==> config.mk <==
export PLATFORM = sky130hd
export DESIGN_NAME = lcd_mux_drive
export DESIGN_NICKNAME = d
export VERILOG_FILES = /design/src/rtl/lcd_drv_pkg.sv /design/src/rtl/lcd_seq_ctrl.sv /design/src/rtl/lcd_seq_dp.sv /design/src/rtl/lcd_mux_drive.sv
export SDC_FILE = /design/constraint.sdc
export NUM_CORES = 1
export LEC_CHECK = 0
export CAP_MARGIN = 20
export CORE_AREA = 2 2 84 86
export CTS_CLUSTER_SIZE = 12
export DETAILED_ROUTE_END_ITERATION = 7
export DIE_AREA = 0 0 86 88
export DONT_BUFFER_PORTS = 1
export PLACE_DENSITY = 0.51
export SYNTH_ARGS = -nofsm -noshare
export SYNTH_HDL_FRONTEND = slang
export SYNTH_SLANG_ARGS = --single-unit
==> constraint.sdc <==
create_clock -name clk -period 3.9 [get_ports clk]
set_clock_uncertainty 0.1 [all_clocks]
set_input_delay 0 -clock clk [delete_from_list [all_inputs] [get_ports clk]]
set_output_delay 0 -clock clk [all_outputs]
set_load 0.01 [all_outputs]
==> src/rtl/lcd_drv_pkg.sv <==
package lcd_drv_pkg;
  localparam int COM_N  = 4;
  localparam int SEG_N  = 32;
  localparam int PORT_N = 4;
  localparam int PH_W   = $clog2(COM_N);

  typedef enum logic [1:0] {
    LVL_VSS  = 2'd0,
    LVL_V2   = 2'd1,
    LVL_V1   = 2'd2,
    LVL_VLCD = 2'd3
  } lvl_e;

  // strobes from control to datapath
  typedef struct packed {
    logic [PH_W-1:0]   phase;
    logic              pol;
    logic              duty3;
    logic              biasHalf;
    logic [PORT_N-1:0] portMask;
  } strobe_t;
endpackage

==> src/rtl/lcd_seq_ctrl.sv <==
module lcd_seq_ctrl
  import lcd_drv_pkg::*;
#(
  parameter int NCOM  = COM_N,
  parameter int NPORT = PORT_N
) (
  input  logic       clk,
  input  logic       rstN,
  input  logic       tick,
  input  logic       cfgValid,
  input  logic       cfgDuty3,
  input  logic       cfgBiasHalf,
  input  logic [2:0] cfgPortSel,
  output strobe_t    stb
);
  localparam int PW = $clog2(NCOM);

  logic [PW-1:0]    phase;
  logic             half;
  logic             duty3Act;
  logic             duty3Pend;
  logic             biasHalf;
  logic [NPORT-1:0] portMask;
  logic [NPORT-1:0] maskNext;
  logic [PW-1:0]    lastPhase;
  logic             wrap;

  always_comb begin
    int n;
    n = int'(cfgPortSel);
    if (n > NPORT) n = 0;
    for (int p = 0; p < NPORT; p++) maskNext[p] = (p >= NPORT - n);
  end

  assign lastPhase = duty3Act ? PW'(NCOM - 2) : PW'(NCOM - 1);
  assign wrap      = tick && half && (phase == lastPhase);

  always_ff @(posedge clk) begin
    if (!rstN) begin
      phase     <= '0;
      half      <= 1'b0;
      duty3Act  <= 1'b0;
      duty3Pend <= 1'b0;
      biasHalf  <= 1'b0;
      portMask  <= '0;
    end else begin
      if (cfgValid) begin
        duty3Pend <= cfgDuty3;
        biasHalf  <= cfgBiasHalf;
        portMask  <= maskNext;
      end
      if (tick) begin
        half <= ~half;
        if (half) phase <= wrap ? '0 : phase + 1'b1;
      end
      if (wrap) duty3Act <= cfgValid ? cfgDuty3 : duty3Pend;
    end
  end

  always_comb begin
    stb          = '0;
    stb.phase    = phase;
    stb.pol      = half;
    stb.duty3    = duty3Act;
    stb.biasHalf = biasHalf;
    stb.portMask = portMask;
  end
endmodule

==> src/rtl/lcd_seq_dp.sv <==
module lcd_seq_dp
  import lcd_drv_pkg::*;
#(
  parameter int NCOM  = COM_N,
  parameter int NSEG  = SEG_N,
  parameter int NPORT = PORT_N
) (
  input  strobe_t              stb,
  input  logic                 inhibitN,
  input  logic [NCOM*NSEG-1:0] dispBits,
  input  logic [NPORT-1:0]     portVal,
  output logic [2*NCOM-1:0]    comLvl,
  output logic [2*NSEG-1:0]    segLvl
);
  localparam int FIRST_PORT = NSEG - NPORT;

  lvl_e selLvl, idleLvl, onLvl, offLvl;
  logic [NSEG-1:0] dispRow;
  int scanned;

  always_comb begin
    scanned = stb.duty3 ? NCOM - 1 : NCOM;
    selLvl  = stb.pol ? LVL_VSS : LVL_VLCD;
    onLvl   = stb.pol ? LVL_VLCD : LVL_VSS;
    idleLvl = stb.biasHalf ? LVL_V1 : (stb.pol ? LVL_V1 : LVL_V2);
    offLvl  = stb.biasHalf ? LVL_V1 : (stb.pol ? LVL_V2 : LVL_V1);
    dispRow = dispBits[int'(stb.phase)*NSEG +: NSEG];
  end

  for (genvar c = 0; c < NCOM; c++) begin : g_com
    always_comb begin
      if (!inhibitN)
        comLvl[2*c +: 2] = LVL_VSS;
      else if ((int'(stb.phase) == c) && (c < scanned))
        comLvl[2*c +: 2] = selLvl;
      else
        comLvl[2*c +: 2] = idleLvl;
    end
  end

  for (genvar s = 0; s < NSEG; s++) begin : g_seg
    if (s >= FIRST_PORT) begin : g_port
      always_comb begin
        if (!inhibitN)
          segLvl[2*s +: 2] = LVL_VSS;
        else if (stb.portMask[s-FIRST_PORT])
          segLvl[2*s +: 2] = portVal[s-FIRST_PORT] ? LVL_VLCD : LVL_VSS;
        else
          segLvl[2*s +: 2] = dispRow[s] ? onLvl : offLvl;
      end
    end else begin : g_lcd
      always_comb begin
        if (!inhibitN)
          segLvl[2*s +: 2] = LVL_VSS;
        else
          segLvl[2*s +: 2] = dispRow[s] ? onLvl : offLvl;
      end
    end
  end
endmodule

==> src/rtl/lcd_mux_drive.sv <==
module lcd_mux_drive
  import lcd_drv_pkg::*;
#(
  parameter int NCOM  = COM_N,
  parameter int NSEG  = SEG_N,
  parameter int NPORT = PORT_N
) (
  input  logic                 clk,
  input  logic                 rstN,
  input  logic                 tick,
  input  logic                 inhibitN,
  input  logic                 cfgValid,
  input  logic                 cfgDuty3,
  input  logic                 cfgBiasHalf,
  input  logic [2:0]           cfgPortSel,
  input  logic [NCOM*NSEG-1:0] dispBits,
  input  logic [NPORT-1:0]     portVal,
  output logic [2*NCOM-1:0]    comLvl,
  output logic [2*NSEG-1:0]    segLvl
);
  strobe_t stb;

  lcd_seq_ctrl #(.NCOM(NCOM), .NPORT(NPORT)) u_ctrl (
    .clk(clk), .rstN(rstN), .tick(tick), .cfgValid(cfgValid),
    .cfgDuty3(cfgDuty3), .cfgBiasHalf(cfgBiasHalf),
    .cfgPortSel(cfgPortSel), .stb(stb)
  );

  lcd_seq_dp #(.NCOM(NCOM), .NSEG(NSEG), .NPORT(NPORT)) u_dp (
    .stb(stb), .inhibitN(inhibitN), .dispBits(dispBits),
    .portVal(portVal), .comLvl(comLvl), .segLvl(segLvl)
  );
endmodule

==> results.toml <==
[timing]
period_share = 0.660
hold_viol = 0
worst_pin_slew_ps = 1000
finalSetupViolCount = 0
maxSlewViolCount = 0
whs_ps = 23.0
slew_headroom = 0.330
setup_tns_ps = 0
fin_ws_ps = 1330
layout_min_cycle_time_ps = 2570
rsz0062_at_grt = "false"
fmax_mhz = 389

[floorplanning]
start_util = 0.334
die_x_um = 86
fp-row-count = 30
chipHeight_um = 88
dieArea_um2 = 7570
ioPinCount = 214
core_area_um2 = 6640

[power]
p_sw_frac = 0.433
p_comb_frac = 0.558
switchingPower_mw = 0.222
p_per_area_nw_per_um2 = 219
power_mw = 0.513
ir_worst_vdd_mv = 0.155
power.share.sequential = 0.236
leakage_nw = 0.889
cell_internal_pwr_mw = 0.291
pwr-share-clk = 0.206

[logic_synthesis]
syn_nets = 416
yosysMostFrequentCell = "a21oi_1"
yosys.area.top_type = "mux4_2"
synth_area_um2 = 2220
synth_common_cells = "a21oi_1 (41), nor2_1 (35), inv_1 (33), a211oi_1 (30), mux4_2 (26)"
netlist.area_leader.share = 0.264
synth-seq-area-share = 0.0903
ys.flop_type = "dfxtp_1"
yosys_warnings = 0
avgSynthCellArea_um2 = 8.24
synth_cells = 269
synth_edf_count = 0
async_flop_share = 0
synth_cell_type_count = 31
ys_ff_latch = 10
synth.area.top_cells = "mux4_2 (26%), a211oi_1 (10%), a21oi_1 (9.3%)"

[clock_network]
clock_sinks = 10
clk_path_buf_depth = 2
cts_hold_buf = 9
numCtsBuffers = 3
cts_setup_buffers = 0
insertion_delay_ps = 230
path_clk_slew_ps = 50
root_buffer = "clkbuf_8"
h-tree-depth = 1
cts_resized = 0
cts_tree = "yes"

[placement]
gp_congestion = 0.734
dp_cells = 329
io_buffers = 0
post-place-ws_ps = 1570
dp_hpwl_um = 5450

[detailed_routing]
dr.pass1.iters = 4
wire_per_inst_um = 21.0
drtIter0Drc = 82
wirelength_um = 7150
drc_errors = 0
vias = 2091
ant_nets = 0
avgViaCountPerCell = 6.13

[worst_setup_path]
critPathArrivalTime_ps = 2470
cp-end-kind = "primary output"
cp_slowest_cell = "clkinv_1"
crit_chain = "clkinv_1, buf_4, or3_1, a21oi_1"
startpoint_type = "flop"
required_ps = 3800
critPathMaxFanout = 20
cpPeakStageDelay_ps = 610
critPathKind = "reg2out"

[cells_and_area]
drive_gt1_frac = 0.146
nNetsFinal = 410
fill_cells = 678
regArea_um2 = 203
antennaDiodeCount = 0
area.growth.synth_to_final_pct = 5.59
layoutNonFillerInstCount = 341
multi_input_area_um2 = 1740

[outcome]
outcome = "complete, no violations"

[grt]
gr-usage-all-layers = 0.171
antenna_found_initial = 0
grt_pass1_vias = 2011
grt_pass1_wl_um = 10200
grt_max_degree = 39
grt_overflow_total = 0

[job]
drv_cap = 0

[min_path]
holdCritPathClass = "in2reg"
## worst max-delay path, delay by kind of cell (launching register included)
kind / cells / cell delay [ps]
AO/OA/AOI/OAI: 1 / 280
buffers and inverters: 2 / 1030
flip-flops: 1 / 570
AND/OR/NAND/NOR: 1 / 360
## registers in the layout, indices dropped and copies added, names as in the netlist
register	count
u_ctrl.biasHalf	1
u_ctrl.duty3Act	1
u_ctrl.duty3Pend	1
u_ctrl.half	1
u_ctrl.phase	2
u_ctrl.portMask	4
## layout by cell type (no fill, tap or decap), types with 4 or more instances in the layout
cell,count
ha_1,5
a211oi_1,30
buf_4,5
nand2b_1,4
mux4_2,26
mux2i_1,8
dlygate4sd3_1,9
inv_1,33
or3_1,4
nor2b_1,9
dfxtp_1,8
nand2_1,10
nor2_1,35
o21a_1,4
a21oi_1,41
mux4_1,6
o21ai_0,5
## final cells by class
cell class	count	share of cell area
well taps	80	0.0428
multi-input cells	199	0.742
inverters	35	0.0561
repair buffers	14	0.0545
flip-flops and latches	10	0.0866
clock buffers	3	0.0176
## power by group through the flow
stage / clock [mW] / combinational, mW / sequential, mW
4_1_cts: 0.110 / 0.290 / 0.121
3_3_place_gp: 0 / 0.277 / 0.123
3_5_place_dp: 0 / 0.278 / 0.123
2_1_floorplan: 0 / 0.250 / 0.113
5_1_grt: 0.115 / 0.314 / 0.123
6_report: 0.106 / 0.286 / 0.121
## cells by family after synthesis
group	synth area share
AO/OA/AOI/OAI	0.235
buffers and inverters	0.126
flip-flops	0.0903
AND/OR/NAND/NOR	0.138
adder cells (fa/ha/maj)	0.0282
multiplexers	0.371
XOR/XNOR	0.0119
## final timing paths
kind | from | end | slack [ps] | cells after the start
worst min-delay path | cfgPortSel[0] | u_ctrl.portMask[2] | 20 | 2
worst min register to register | u_ctrl.duty3Act | u_ctrl.duty3Act | 430 | 2
worst max-delay path | u_ctrl.half | segLvl[60] | 1330 | 4
worst max register to register | u_ctrl.phase[1] | u_ctrl.phase[1] | 1950 | 4
## routing by layer
metal  GRT usage  part of all wire  up-vias
li1            -                 -      982
met1       0.188              0.38      983
met2       0.335              0.53      118
met3      0.0245             0.078        8
met4      0.0534             0.014        0
met5           0                 0        -
## through the flow
stage / util / instance area [um^2]
finish: 0.352 / 2340
global placement: 0.333 / 2210
global route: 0.352 / 2340
detailed placement: 0.333 / 2210
CTS: 0.352 / 2340
floorplan: - / 2220
(Power assumes the default switching activity.)
